**src/rtl/kt_pkg.sv**
```systemverilog
package kt_pkg;
    localparam int DATA_W = 8;

    typedef struct packed {
        logic [DATA_W-1:0] last_wr;
        logic [DATA_W-1:0] rd;
    } kt_state_t;
endpackage

```
**src/rtl/kt_row_scan.sv**
```systemverilog
module kt_row_scan #(
    parameter int NUM_ROWS = 8,
    parameter int ROW_BITS = 5
) (
    input  logic [NUM_ROWS-1:0]          row_sel_n,
    input  logic [NUM_ROWS*ROW_BITS-1:0] rows,
    output logic [ROW_BITS-1:0]          keys
);
    logic [ROW_BITS-1:0] masked [NUM_ROWS];

    for (genvar r = 0; r < NUM_ROWS; r++) begin : g_row
        assign masked[r] = row_sel_n[r] ? {ROW_BITS{1'b1}}
                                        : rows[r*ROW_BITS +: ROW_BITS];
    end

    always_comb begin
        keys = {ROW_BITS{1'b1}};
        for (int r = 0; r < NUM_ROWS; r++) begin
            keys = keys & masked[r];
        end
    end
endmodule

```
**src/rtl/kt_tape_bit.sv**
```systemverilog
module kt_tape_bit (
    input  logic load_mode,
    input  logic tape_in,
    input  logic old_issue,
    input  logic ear_last,
    input  logic mic_last,
    output logic tape_bit
);
    always_comb begin
        if (load_mode)      tape_bit = ~tape_in;
        else if (old_issue) tape_bit = ear_last | mic_last;
        else                tape_bit = ear_last;
    end
endmodule

```
**src/rtl/kt_port_top.sv**
```systemverilog
module kt_port_top #(
    parameter int NUM_ROWS = 8,
    parameter int ROW_BITS = 5,
    parameter int ADDR_W   = 16,
    parameter int JOY_BIT  = 5,
    parameter int EAR_POS  = 4,
    parameter int MIC_POS  = 3,
    parameter int BORDER_W = 3
) (
    input  logic                         clk,
    input  logic                         rst_n,
    input  logic [ADDR_W-1:0]            addr,
    input  logic [7:0]                   wr_data,
    input  logic                         rd_en,
    input  logic                         wr_en,
    input  logic [NUM_ROWS*ROW_BITS-1:0] key_rows,
    input  logic [7:0]                   joy_in,
    input  logic                         tape_in,
    input  logic                         load_mode,
    input  logic                         old_issue,
    output logic [7:0]                   rd_data,
    output logic [BORDER_W-1:0]          border,
    output logic                         ear_out,
    output logic                         mic_out
);
    import kt_pkg::*;

    localparam int ROW_LSB = ADDR_W - NUM_ROWS;

    kt_state_t st_d, st_q;
    logic [ROW_BITS-1:0] keys;
    logic                tape_bit;
    logic [7:0]          kbd_byte;

    kt_row_scan #(.NUM_ROWS(NUM_ROWS), .ROW_BITS(ROW_BITS)) u_scan (
        .row_sel_n (addr[ADDR_W-1:ROW_LSB]),
        .rows      (key_rows),
        .keys      (keys)
    );

    kt_tape_bit u_tape (
        .load_mode (load_mode),
        .tape_in   (tape_in),
        .old_issue (old_issue),
        .ear_last  (st_q.last_wr[EAR_POS]),
        .mic_last  (st_q.last_wr[MIC_POS]),
        .tape_bit  (tape_bit)
    );

    always_comb begin
        kbd_byte = 8'hA0;
        kbd_byte[ROW_BITS-1:0] = keys;
        kbd_byte[6] = tape_bit;
    end

    always_comb begin
        st_d = st_q;
        if (wr_en && !addr[0]) st_d.last_wr = wr_data;
        if (rd_en) begin
            if (!addr[JOY_BIT])  st_d.rd = joy_in;
            else if (!addr[0])   st_d.rd = kbd_byte;
            else                 st_d.rd = 8'hFF;
        end
    end

    always_ff @(posedge clk) begin
        if (!rst_n) begin
            st_q.last_wr <= '0;
            st_q.rd      <= 8'hFF;
        end else begin
            st_q <= st_d;
        end
    end

    assign rd_data = st_q.rd;
    assign border  = st_q.last_wr[BORDER_W-1:0];
    assign ear_out = st_q.last_wr[EAR_POS];
    assign mic_out = st_q.last_wr[MIC_POS];

    AST_EVEN_WRITE: assert property (@(posedge clk) disable iff (!rst_n)
        (wr_en && !addr[0]) |=> (border == $past(wr_data[BORDER_W-1:0])
                                 && ear_out == $past(wr_data[EAR_POS])
                                 && mic_out == $past(wr_data[MIC_POS])));
    AST_NO_WRITE_HOLD: assert property (@(posedge clk) disable iff (!rst_n)
        !(wr_en && !addr[0]) |=> $stable({border, ear_out, mic_out}));
    AST_FIXED_ONES: assert property (@(posedge clk) disable iff (!rst_n)
        (rd_en && addr[JOY_BIT] && !addr[0]) |=> (rd_data[7] && rd_data[5]));
    AST_LOAD_TAPE: assert property (@(posedge clk) disable iff (!rst_n)
        (rd_en && addr[JOY_BIT] && !addr[0] && load_mode)
            |=> (rd_data[6] == !$past(tape_in)));
    AST_JOY_PRIO: assert property (@(posedge clk) disable iff (!rst_n)
        (rd_en && !addr[JOY_BIT]) |=> (rd_data == $past(joy_in)));
    AST_ODD_FF: assert property (@(posedge clk) disable iff (!rst_n)
        (rd_en && addr[JOY_BIT] && addr[0]) |=> (rd_data == 8'hFF));
    AST_RD_HOLD: assert property (@(posedge clk) disable iff (!rst_n)
        !rd_en |=> $stable(rd_data));
endmodule

```
**config.mk**
```make
export PLATFORM = sky130hd
export DESIGN_NAME = kt_port_top
export DESIGN_NICKNAME = d
export VERILOG_FILES = /design/src/rtl/kt_pkg.sv /design/src/rtl/kt_row_scan.sv /design/src/rtl/kt_tape_bit.sv /design/src/rtl/kt_port_top.sv
export SDC_FILE = /design/constraint.sdc
export NUM_CORES = 1
export LEC_CHECK = 0
export ABC_CLOCK_PERIOD_IN_PS = 3600
export BUFFER_PORTS_ARGS = -buffer_cell sky130_fd_sc_hd__buf_2
export CAP_MARGIN = 40
export CORE_MARGIN = 2
export CORE_UTILIZATION = 34
export CTS_BUF_LIST = sky130_fd_sc_hd__clkbuf_2
export DETAILED_ROUTE_END_ITERATION = 10
export PLACE_DENSITY_LB_ADDON = 0.05
export SLEW_MARGIN = 20
export SYNTH_ARGS = -nofsm -noshare
export SYNTH_HDL_FRONTEND = slang
export SYNTH_SLANG_ARGS = --single-unit
```
**constraint.sdc**
```tcl
create_clock -name clk -period 3.6 [get_ports clk]
set_input_delay 0.54 -clock clk [delete_from_list [all_inputs] [get_ports clk]]
set_output_delay 0.54 -clock clk [all_outputs]
set_load 0.05 [all_outputs]
```
* Word level (Yosys, flattened, before mapping)
Cells that the tools add are included.
Operators by class: reductions and logical operators 2, bitwise logic cells 9, magnitude comparators 0, div/mod/pow operators 0, multiply operators 0, add/sub/neg operators 0, equal/unequal tests 0, mux-type cells 12, shift operators 0
Operators with widths (count):
- $mux 5 | 8
- $and 5x5->5 | 7
- $mux 8 | 1
- $mux 7 | 1
- $mux 1 | 2
- $logic_and 1x1->1 | 1
- $logic_not 1->1 | 1
- $not 1->1 | 1
- $or 1x1->1 | 1
Word-level totals: bits of input ports 79, memory bits (read-only) 0, register bits 13, memory bits (writable) 0, bits in latches 0, logic and storage cells 25, output and inout bits 13, memories 0

* Logic depth before layout (Yosys ltp)
Gate-level depths: netlist of run 1.
depth in word-level cells 10, mapped depth 4, gate-level depth less buffers 3

* Hierarchy
A second synthesis of run 1 with hierarchy kept.
Second synthesis, totals: cells, all modules 80, area total of the unflattened synthesis 720.7 µm²
By module, submodules not included:
- kt_port_top | area an instance 546.8 µm², times used 1, cells each 53, seq. area each 260.2 µm²
- kt_row_scan | area an instance 156.4 µm², times used 1, cells each 25, seq. area each 0.0 µm²
- kt_tape_bit | area an instance 17.5 µm², times used 1, cells each 2, seq. area each 0.0 µm²

* Worst setup path after synthesis of run 1
No wires, ideal clock.
path kind input to register, from input load_mode, to register st_q (netlist bit rd_data[6]), cell stages on the path 3, data arrival time 1.251 ns, setup time 0.144 ns, buffers on the path 0, path slack 2.205 ns, required time 3.456 ns, cells stage by stage or4b_1 o21ai_1 o221ai_1
Between the ends: word-level cells in the longest chain between the ends 3
Ends and longest elaborated chain:
- start: declaration | line kt_port_top.sv:19 | input logic load_mode,
- $mux 1 | line kt_tape_bit.sv:10 | if (load_mode) tape_bit = ~tape_in;
- $mux 7 | line kt_port_top.sv:61 | else if (!addr[0]) st_d.rd = kbd_byte;
- $mux 8 | line kt_port_top.sv:60 | if (!addr[JOY_BIT]) st_d.rd = joy_in;
- end signal: assignment | line kt_port_top.sv:71 | st_q <= st_d;
- end: declaration | line kt_port_top.sv:30 | kt_state_t st_d, st_q;
No other way between the ends. A chain may end at the register's enable or synchronous reset.

* Worst setup path after layout of run 1
from register st_q (netlist bit ear_out), to output ear_out
RTL lines:
- end: declaration | line kt_port_top.sv:23 | output logic ear_out,
No word-level cell between the ends.

==> summary.md, run 1 <==
| Metric | Value |
|---|---|
| Die ar. | 2360 µm² |
| Worst Hold Class | reg -> reg |
| CTS tree | built |
| Worst-path cell chain | buf_2 |
| Syn nets | 154 |
| # diodes | 0 |
| Synth top area cells | dfxtp_1, o22ai_1, mux2i_1, a2bb2oi_1, nor2b_1 |
| Hold Vio Cnt, Final | 0 |
| Die Ht | 48.6 µm |
| Worst path slowest cell | dfxtp_1 |
| Num CTS Buffers | 3 |
| Antenna violations before repair | 0 |
| Critical Path Max Stage Delay | 0.36 ns |
| Pwr Density | 309 nW/µm² |
| #FFs+latches synth | 13 |
| Worst VDD drop | 140 µV |
| Core area | 1920 µm² |
| Slew Viols, Final | 0 |
| Worst-case clock buffer depth | 2 |
| Final HPWL DP | 1.87 mm |
| Final Util | 58.6% |
| H-Tree Depth | 1 |
| Via-to-Cell Ratio | 5.08 |
| Root Buffer | clkbuf_2 |
| Worst endpoint required time | 3.06 ns |
| Final #Nets | 238 |
| Initial Util | 35.2% |
| Synth Cell Area | 676 µm² |
| Layout area overhead | 66.7% |
| Max Clock Skew | 0.00423 ns |
| Peak Freq | 0.700 GHz |
| Drt first pass iters | 4 |
| Status | finished, final reports clean |
| Lkg Pwr | 0.556 nW |
| Mean Syn Cell Area | 9.01 µm² |
| Post_cts resized | 0 |
| Element type at the critical path start | register |
| Placed insts | 181 |
| Placement-stage cell area | 1110 µm² |
| Total overflow reported by the global router | 0 |
| Commonest cells in the netlist | o22ai_1, dfxtp_1, nor2b_1 |
| Pin count of the biggest net entering global routing | 15 |
| Gate Count Post-Synth | 75 |
| Post-synth top flop | dfxtp_1 |
| Final non-filler cell area | 1130 µm² |
| Hold Buf Count CTS | 0 |
| Number of global-route vias before repair | 907 |
| Worst path arrival time | 0.89 ns |
| Relative slew slack | 63.5% |
| Wire per inst | 12.1 µm |
| Total I/O pin count | 92 |
| Synth top area share | 38.5% |
| Crit path max-delay family | flip-flops |
| First-pass GRT wire length | 3.84 mm |
| Initial DRC Count | 18 |
| DRC violations left | 0 |
| Post-synth ARST share | 0% |
| Worst-skew pair later-pin latency | 0.26 ns |
| Fin crit share | 39.7% |
| Hold_sp | rd_data[7] |
| Setup TNS | 0 ns |
| Critical path buffers and inverters | 1 |
| RSZ-0062 raised after global routing | false |
| Synth warn | 0 |
| Share of layout cells above drive strength 1 | 54.4% |
| MaxCap Viol Count | 0 |
| Most common cell in the synthesized netlist | o22ai_1 |
| Worst r2r src | ear_out |
| Vias | 940 |
| Row count | 16 |
| Fin cells | 185 |
| Placer Congestion | 0.723 |
| Post-CTS Setup Inserts | 0 |
| Setup violations, final | 0 |
| Drt total wl | 2.23 mm |
| Post-synthesis sequential area ratio | 38.5% |
| CP Launch Point | ear_out |
| Worst setup EP type | output pin |
| All-Layer GR Usage | 20.8% |
| DRT antenna net count | 0 |
| Clock Sinks | 13 |
| EDFF count, synth | 0 |
| Post-layout min period | 1.43 ns |
| Worst-Margin Slew | 0.547 ns |
| Cell variety after synth | 17 |
| Critical Path Fanout Max | 3 |
| Die Wd | 48.6 µm |
| PortBufs | 82 |
| Critical path class | reg -> out |
| Synth area leader | dfxtp_1 |
| Clk pin slew, worst setup/hold paths | 0.12 ns |
-- power breakdown --
| group | leakage, nW | internal [mW] | switching [mW] |
|---|---|---|---|
| Sequential | 0.107 | 0.152 | 0.00403 |
| Clock | 0.0166 | 0.0295 | 0.0427 |
| Combinational | 0.433 | 0.0526 | 0.0664 |
| Total | 0.556 | 0.234 | 0.113 |
-- final cells by class --
cell class	instances	area, µm²
clock buffer	4	20.0
sequential	13	260
multi-input combinational	58	398
fill	193	796
timing repair buffer	82	410
inverter	1	3.75
tap	27	33.8
-- layer usage --
layer	track usage, %	share of wire [%]	routed length (µm)	vias up
met5	0	0	0	-
met4	10.0	1.3	29	0
met3	3.70	9.6	215	2
met2	38.0	50	1120	56
met1	23.2	39	869	403
li1	-	-	-	479
-- worst reg2reg max path, delay by kind of cell (launching register included) --
kind / cells / cell delay, ns
flops: 1 / 0.34
compound gates: 2 / 0.24
simple gates: 1 / 0.51
-- worst paths after layout --
check,endpoint,slack (ns),cells past startpoint
max,ear_out,2.17,1
min,rd_data[7],0.49,2
max reg2reg,rd_data[6],2.39,3
min reg2reg,rd_data[7],0.49,2
-- logic make-up after synthesis --
kind of cell / synth area share (%)
flops: 38.5
compound gates: 34.3
simple gates: 17.2
buf+inv: 2.59
mux: 7.41
-- cells in the final DEF (no fill, tap or decap) --
cell / count
buf_2: 82
o22ai_1: 27
dfxtp_1: 13
nor2b_1: 6
nor4_1: 5
a2bb2oi_1: 5
mux2i_1: 5
clkbuf_2: 4
nand4b_1: 2
nand2_1: 2
nand2b_1: 1
inv_1: 1
o21ai_0: 1
or4b_1: 1
and2_1: 1
o21ai_1: 1
o221ai_1: 1
-- flip-flops by register name (all words and copies together), names as in the netlist --
name     flops
ear_out      1
mic_out      1
border       3
rd_data      8
-- metrics by stage --
step,setup WS [ns],power [mW],hold WS (ns)
after detailed placement,2.07,0.279,0.463
after global routing,2.10,0.372,0.483
after floorplan,2.21,0.223,0.668
after CTS,2.14,0.352,0.488
final,2.17,0.347,0.486
after global placement,2.07,0.277,0.456
No activity file was read; power rests on OpenSTA's default activity.
==> run 2, diff against run 1 <==
ABC_CLOCK_PERIOD_IN_PS = 1250   (was 3600)
CORE_UTILIZATION = 28   (was 34)
clock period = 1.25 ns   (was 3.6 ns; I/O delays follow)
==> summary.md, run 2 (same netlist as run 1, synthesis figures left out) <==
| Metric | Value |
|---|---|
| Final #Nets | 241 (+1.3%) |
| Die ar. | 2820 µm² (+20%) |
| Post-layout min period | 1.17 ns |
| DRC violations left | 0 (unchanged) |
| Max reg flops | 8 (unchanged) |
| Total overflow reported by the global router | 0 (unchanged) |
| Reg2Reg Depth | 3 (unchanged) |
| Worst path slowest cell | or4b_1 |
| Peak Freq | 0.857 GHz |
| Die Ht | 53.1 µm (+9.3%) |
| RSZ-0062 raised after global routing | true |
| Worst-Margin Slew | 0.337 ns (-0.209 ns) |
| Worst Hold Class | in -> reg |
| Comb pwr share | 34.5% (+0.2 points) |
| Clock power share | 21.2% (+0.4 points) |
| # diodes | 0 (unchanged) |
| Critical R2R Capture | rd_data[6] |
| Hold Crit Endpoint | rd_data[7] |
| Initial DRC Count | 16 (-2) |
| Hold Vio Cnt, Final | 0 (unchanged) |
| First-pass GRT wire length | 3.42 mm (-11%) |
| Root Buffer | clkbuf_2 |
| Internal power | 0.680 mW (+190%) |
| Pin count of the biggest net entering global routing | 14 (-1) |
| Relative slew slack | 77.3% (+14 points) |
| Worst-case clock buffer depth | 2 (unchanged) |
| Most frequent cells in the layout | buf_2, o22ai_1, dfxtp_1 |
| Number of global-route vias before repair | 826 (-8.9%) |
| Worst VDD drop | 537 µV (+280%) |
| Placer Congestion | 0.684 (-5.4%) |
| Worst path arrival time | 1.31 ns (+0.42 ns) |
| Worst-path cell chain | or4b_1, o21ai_1, o221ai_1 |
| Worst endpoint required time | 1.39 ns (-1.67 ns) |
| Critical Path Fanout Max | 3 (unchanged) |
| Via-to-Cell Ratio | 5.03 (-0.97%) |
| Antenna violations before repair | 0 (unchanged) |
| Initial Util | 30.0% (-5.2 points) |
| Final Util | 51.2% (-7.4 points) |
| Setup violations, final | 0 (unchanged) |
| Element type at the critical path start | register |
| Hold_ws | 0.151 ns (-0.335 ns) |
| Critical Path Max Stage Delay | 0.45 ns (+0.09 ns) |
| Max Clock Skew | 0.00874 ns (+0.00451 ns) |
| Worst setup EP type | register |
| Critical path class | reg -> reg |
| MaxCap Viol Count | 0 (unchanged) |
| Seq pwr share | 44.3% (-0.7 points) |
| Die Wd | 53.1 µm (+9.3%) |
| Clock Sinks | 13 (unchanged) |
| Pwr Density | 878 nW/µm² (+180%) |
| Switch Pwr | 0.333 mW (+190%) |
| Sw Ratio | 32.9% (+0.32 points) |
| Share of layout cells above drive strength 1 | 55.9% (+1.5 points) |
| Hold_sp | joy_in[7] |
| Core area | 2250 µm² (+17%) |
| PortBufs | 82 (unchanged) |
| Wire per inst | 12.3 µm (+2.2%) |
| CTS tree | built |
| Clk pin slew, worst setup/hold paths | 0.13 ns (about the same) |
| DRT antenna net count | 0 (unchanged) |
| Drt first pass iters | 4 (unchanged) |
| Drt total wl | 2.33 mm (+4.4%) |
| H-Tree Depth | 1 (unchanged) |
| Fin crit share | 93.4% |
| R2R Setup Slk | 0.08 ns (-2.31 ns) |
| Total I/O pin count | 92 (unchanged) |
| Status | finished, final reports clean |
| Post_cts resized | 0 (unchanged) |
| Lkg Pwr | 0.572 nW (+2.8%) |
| Hold Buf Count CTS | 0 (unchanged) |
| Worst-skew pair later-pin latency | 0.26 ns (about the same) |
| Row count | 17 (+1) |
| Slew Viols, Final | 0 (unchanged) |
| Worst r2r src | ear_out |
| Num CTS Buffers | 3 (unchanged) |
| Final HPWL DP | 1.97 mm (+5.4%) |
| WHS Path Cells | 3 (+1) |
| Commonest non-fill, non-tap cell in the layout | buf_2 |
| Vias | 951 (+1.2%) |
| All-Layer GR Usage | 17.0% (-3.8 points) |
| Filler instances | 240 (+24%) |
| Layout area overhead | 70.7% |
run 2: changes by cell type in the layout (fill, tap and decap cells not counted):
| cell | before | now |
|---|---|---|
| dfxtp_4 | 0 | 1 |
| buf_4 | 0 | 3 |
| dfxtp_1 | 13 | 12 |
run 2: cell type report:
class,count,area [µm²],share of cell area [%]
Timing Repair Buffer,85,433,37.5
Multi-Input combinational cell,58,398,34.5
Sequential cell,13,264,22.9
Tap cell,28,35.0,3.04
Clock buffer,4,20.0,1.74
Inverter,1,3.75,0.325
run 2: how the worst max path moves through the flow:
| stage | endpoint | cells past startpoint | start | slack, ns |
|---|---|---|---|---|
| after floorplan | rd_data[6] | 3 | ear_out | 0.05 |
| after global placement | rd_data[6] | 4 | addr[0] | 0.08 |
| after detailed placement | rd_data[6] | 4 | addr[0] | 0.06 |
| after CTS | rd_data[6] | 3 | ear_out | 0.09 |
| after global routing | rd_data[6] | 3 | ear_out | -0.02 |
| final | rd_data[6] | 3 | ear_out | 0.08 |
run 2: per-stage QoR:
stage | setup WS, ns | setup TNS [ns] | instances | instance area (µm²) | total power, mW
final | 0.0829 | 0 | 189 | 1150 | 1.01
after global routing | -0.0196 | -0.0196 | 189 | 1150 | 1.07
after floorplan | 0.0465 | 0 | 75 | 679 | 0.641
after detailed placement | 0.0640 | 0 | 185 | 1130 | 0.810
after CTS | 0.0872 | 0 | 189 | 1150 | 1.03
after global placement | 0.0763 | 0 | 185 | 1130 | 0.806
run 2: power by group through the flow:
| stage | registers (mW) | logic, mW | clock network (mW) |
|---|---|---|---|
| 6_report | 0.448 | 0.349 | 0.215 |
| 4_1_cts | 0.449 | 0.352 | 0.231 |
| 3_5_place_dp | 0.458 | 0.352 | 0 |
| 5_1_grt | 0.452 | 0.380 | 0.241 |
| 2_1_floorplan | 0.542 | 0.0987 | 0 |
| 3_3_place_gp | 0.457 | 0.349 | 0 |
run 2: layer usage:
layer	wire (µm)	vias to the layer above	global-route usage, %	share of wire [%]
li1	-	483	-	-
met1	942	411	19.9	40
met2	1160	55	29.8	50
met3	202	2	2.82	8.7
met4	27	0	7.69	1.2
met5	0	-	0	0
run 2: critical path: cells and delay by family (launching register included):
kind,cells,cell delay (ns)
AO/OA/AOI/OAI,2,0.23
flip-flops,1,0.36
AND/OR/NAND/NOR,1,0.45
run 2: repair_timing:
| item | 4_1_cts | 5_1_grt |
|---|---|---|
| endpoints found under the setup margin | 0 | 1 |
| hold endpoints to repair | 0 | 0 |
| buffers inserted | 0 | 0 |
==> run 3, diff against run 2 <==
PLACE_DENSITY = 0.81   (was default)
PLACE_DENSITY_LB_ADDON = default   (was 0.05)
==> summary.md, run 3 (same netlist as run 1, synthesis figures left out) <==
| Metric | Value |
|---|---|
| Status | finished, final reports clean |
| Worst setup margin | 0.0748 ns (-0.00811 ns) |
| Worst-path cell chain | or4b_1, o21ai_1, o221ai_1 |
| Pin count of the biggest net entering global routing | 15 (+1) |
| Drt total wl | 2.38 mm (+2.1%) |
| Commonest non-fill, non-tap cell in the layout | buf_2 |
| # diodes | 0 (unchanged) |
| Peak Freq | 0.851 GHz (-0.69%) |
| Fin crit share | 94.0% (+0.65 points) |
| Worst-case clock buffer depth | 2 (unchanged) |
| Max reg flops | 8 (unchanged) |
| Row count | 17 (unchanged) |
| Post-CTS Setup Inserts | 0 (unchanged) |
| Wire per inst | 12.7 µm (+3.2%) |
| Worst endpoint required time | 1.39 ns (about the same) |
| Worst setup EP type | register |
| Share of layout cells above drive strength 1 | 55.3% (-0.55 points) |
| Total overflow reported by the global router | 0 (unchanged) |
| Worst-skew pair later-pin latency | 0.26 ns (about the same) |
| Max Clock Skew | 0.00994 ns (+0.00120 ns) |
| DRT antenna net count | 0 (unchanged) |
| Initial DRC Count | 6 (-10) |
| Worst VDD drop | 495 µV (-7.8%) |
| First-pass GRT wire length | 3.46 mm (+1.2%) |
| H-Tree Depth | 1 (unchanged) |
| Most frequent cells in the layout | buf_2, o22ai_1, dfxtp_1 |
| Worst path arrival time | 1.31 ns (about the same) |
| CTS tree | built |
| Num CTS Buffers | 3 (unchanged) |
| All-Layer GR Usage | 17.1% (+0.13 points) |
| Clk pin slew, worst setup/hold paths | 0.12 ns (about the same) |
| Vias | 981 (+3.2%) |
| Layout area overhead | 68.5% |
| Hold Vio Cnt, Final | 0 (unchanged) |
| Pwr Density | 881 nW/µm² (+0.37%) |
| Die ar. | 2820 µm² (unchanged) |
| Lkg Pwr | 0.562 nW (-1.7%) |
| Relative slew slack | 74.3% (-3.0 points) |
| Pre-CTS WS | 0.0404 ns (-0.0236 ns) |
| Final #Nets | 239 (-0.83%) |
| Element type at the critical path start | register |
| Slew Viols, Final | 0 (unchanged) |
| Worst-Margin Slew | 0.382 ns (+0.0447 ns) |
| Root Buffer | clkbuf_2 |
| Final HPWL DP | 2.09 mm (+6.1%) |
| Initial Util | 30.0% (unchanged) |
| Die Wd | 53.1 µm (unchanged) |
| Core area | 2250 µm² (unchanged) |
| Drt first pass iters | 4 (unchanged) |
| Worst Hold Class | in -> reg |
| Total I/O pin count | 92 (unchanged) |
| Critical Path Fanout Max | 3 (unchanged) |
| Via-to-Cell Ratio | 5.25 (+4.3%) |
| Worst path slowest cell | or4b_1 |
| Placer Congestion | 0.708 (+3.5%) |
| Hold Buf Count CTS | 0 (unchanged) |
| RSZ-0062 raised after global routing | false |
| Setup TNS | 0 ns (unchanged) |
| PortBufs | 82 (unchanged) |
| Post_cts resized | 0 (unchanged) |
| Setup violations, final | 0 (unchanged) |
| Antenna violations before repair | 0 (unchanged) |
| MaxCap Viol Count | 0 (unchanged) |
| Critical Path Max Stage Delay | 0.46 ns (about the same) |
| Post-layout min period | 1.18 ns (+0.00811 ns) |
| Die Ht | 53.1 µm (unchanged) |
| Number of global-route vias before repair | 858 (+3.9%) |
| DRC violations left | 0 (unchanged) |
| Critical path class | reg -> reg |
| Clock Sinks | 13 (unchanged) |
run 3: area by class of cell:
| cell class | instances | area [µm²] |
|---|---|---|
| clock buffers | 4 | 20.0 |
| flip-flops and latches | 13 | 264 |
| well taps | 28 | 35.0 |
| fillers | 226 | 1120 |
| multi-input cells | 58 | 398 |
| inverters | 1 | 3.75 |
| repair buffers | 83 | 418 |
run 3: worst paths after layout:
| kind | startpoint | endpoint | slack [ns] | depth (start not counted) |
|---|---|---|---|---|
| worst max-delay path | ear_out | rd_data[6] | 0.07 | 3 |
| worst min-delay path | joy_in[7] | rd_data[7] | 0.15 | 3 |
| worst max register to register | ear_out | rd_data[6] | 0.07 | 3 |
| worst min register to register | rd_data[7] | rd_data[7] | 0.50 | 2 |
run 3: layer usage:
layer  part of all wire, %  vias to the layer above  track usage, %
met2                    48                       66            33.5
met3                    13                        4            2.82
li1                      -                      483               -
met4                   1.1                        0            7.69
met1                    38                      428            17.2
met5                     0                        -               0
run 3: stage by stage:
step | power (mW) | area [µm²] | std cells | util, % | hold WS [ns]
floorplan | 0.641 | 679 | 75 | - | 0.314
global placement | 0.797 | 1120 | 183 | 49.6 | 0.412
detailed placement | 0.809 | 1120 | 183 | 49.6 | 0.416
CTS | 1.01 | 1140 | 187 | 50.5 | 0.148
global route | 1.07 | 1140 | 187 | 50.5 | 0.137
finish | 1.00 | 1140 | 187 | 50.5 | 0.155
run 3: report_power, final:
| group | internal [mW] | switching [mW] |
|---|---|---|
| sequential | 0.437 | 0.0112 |
| combinational | 0.154 | 0.196 |
| clock | 0.0849 | 0.120 |
| total | 0.676 | 0.327 |
run 3: worst max-delay path, delay by kind of cell (launching register included):
kind | cells | cell delay [ns]
simple gates | 1 | 0.46
flops | 1 | 0.36
compound gates | 2 | 0.25
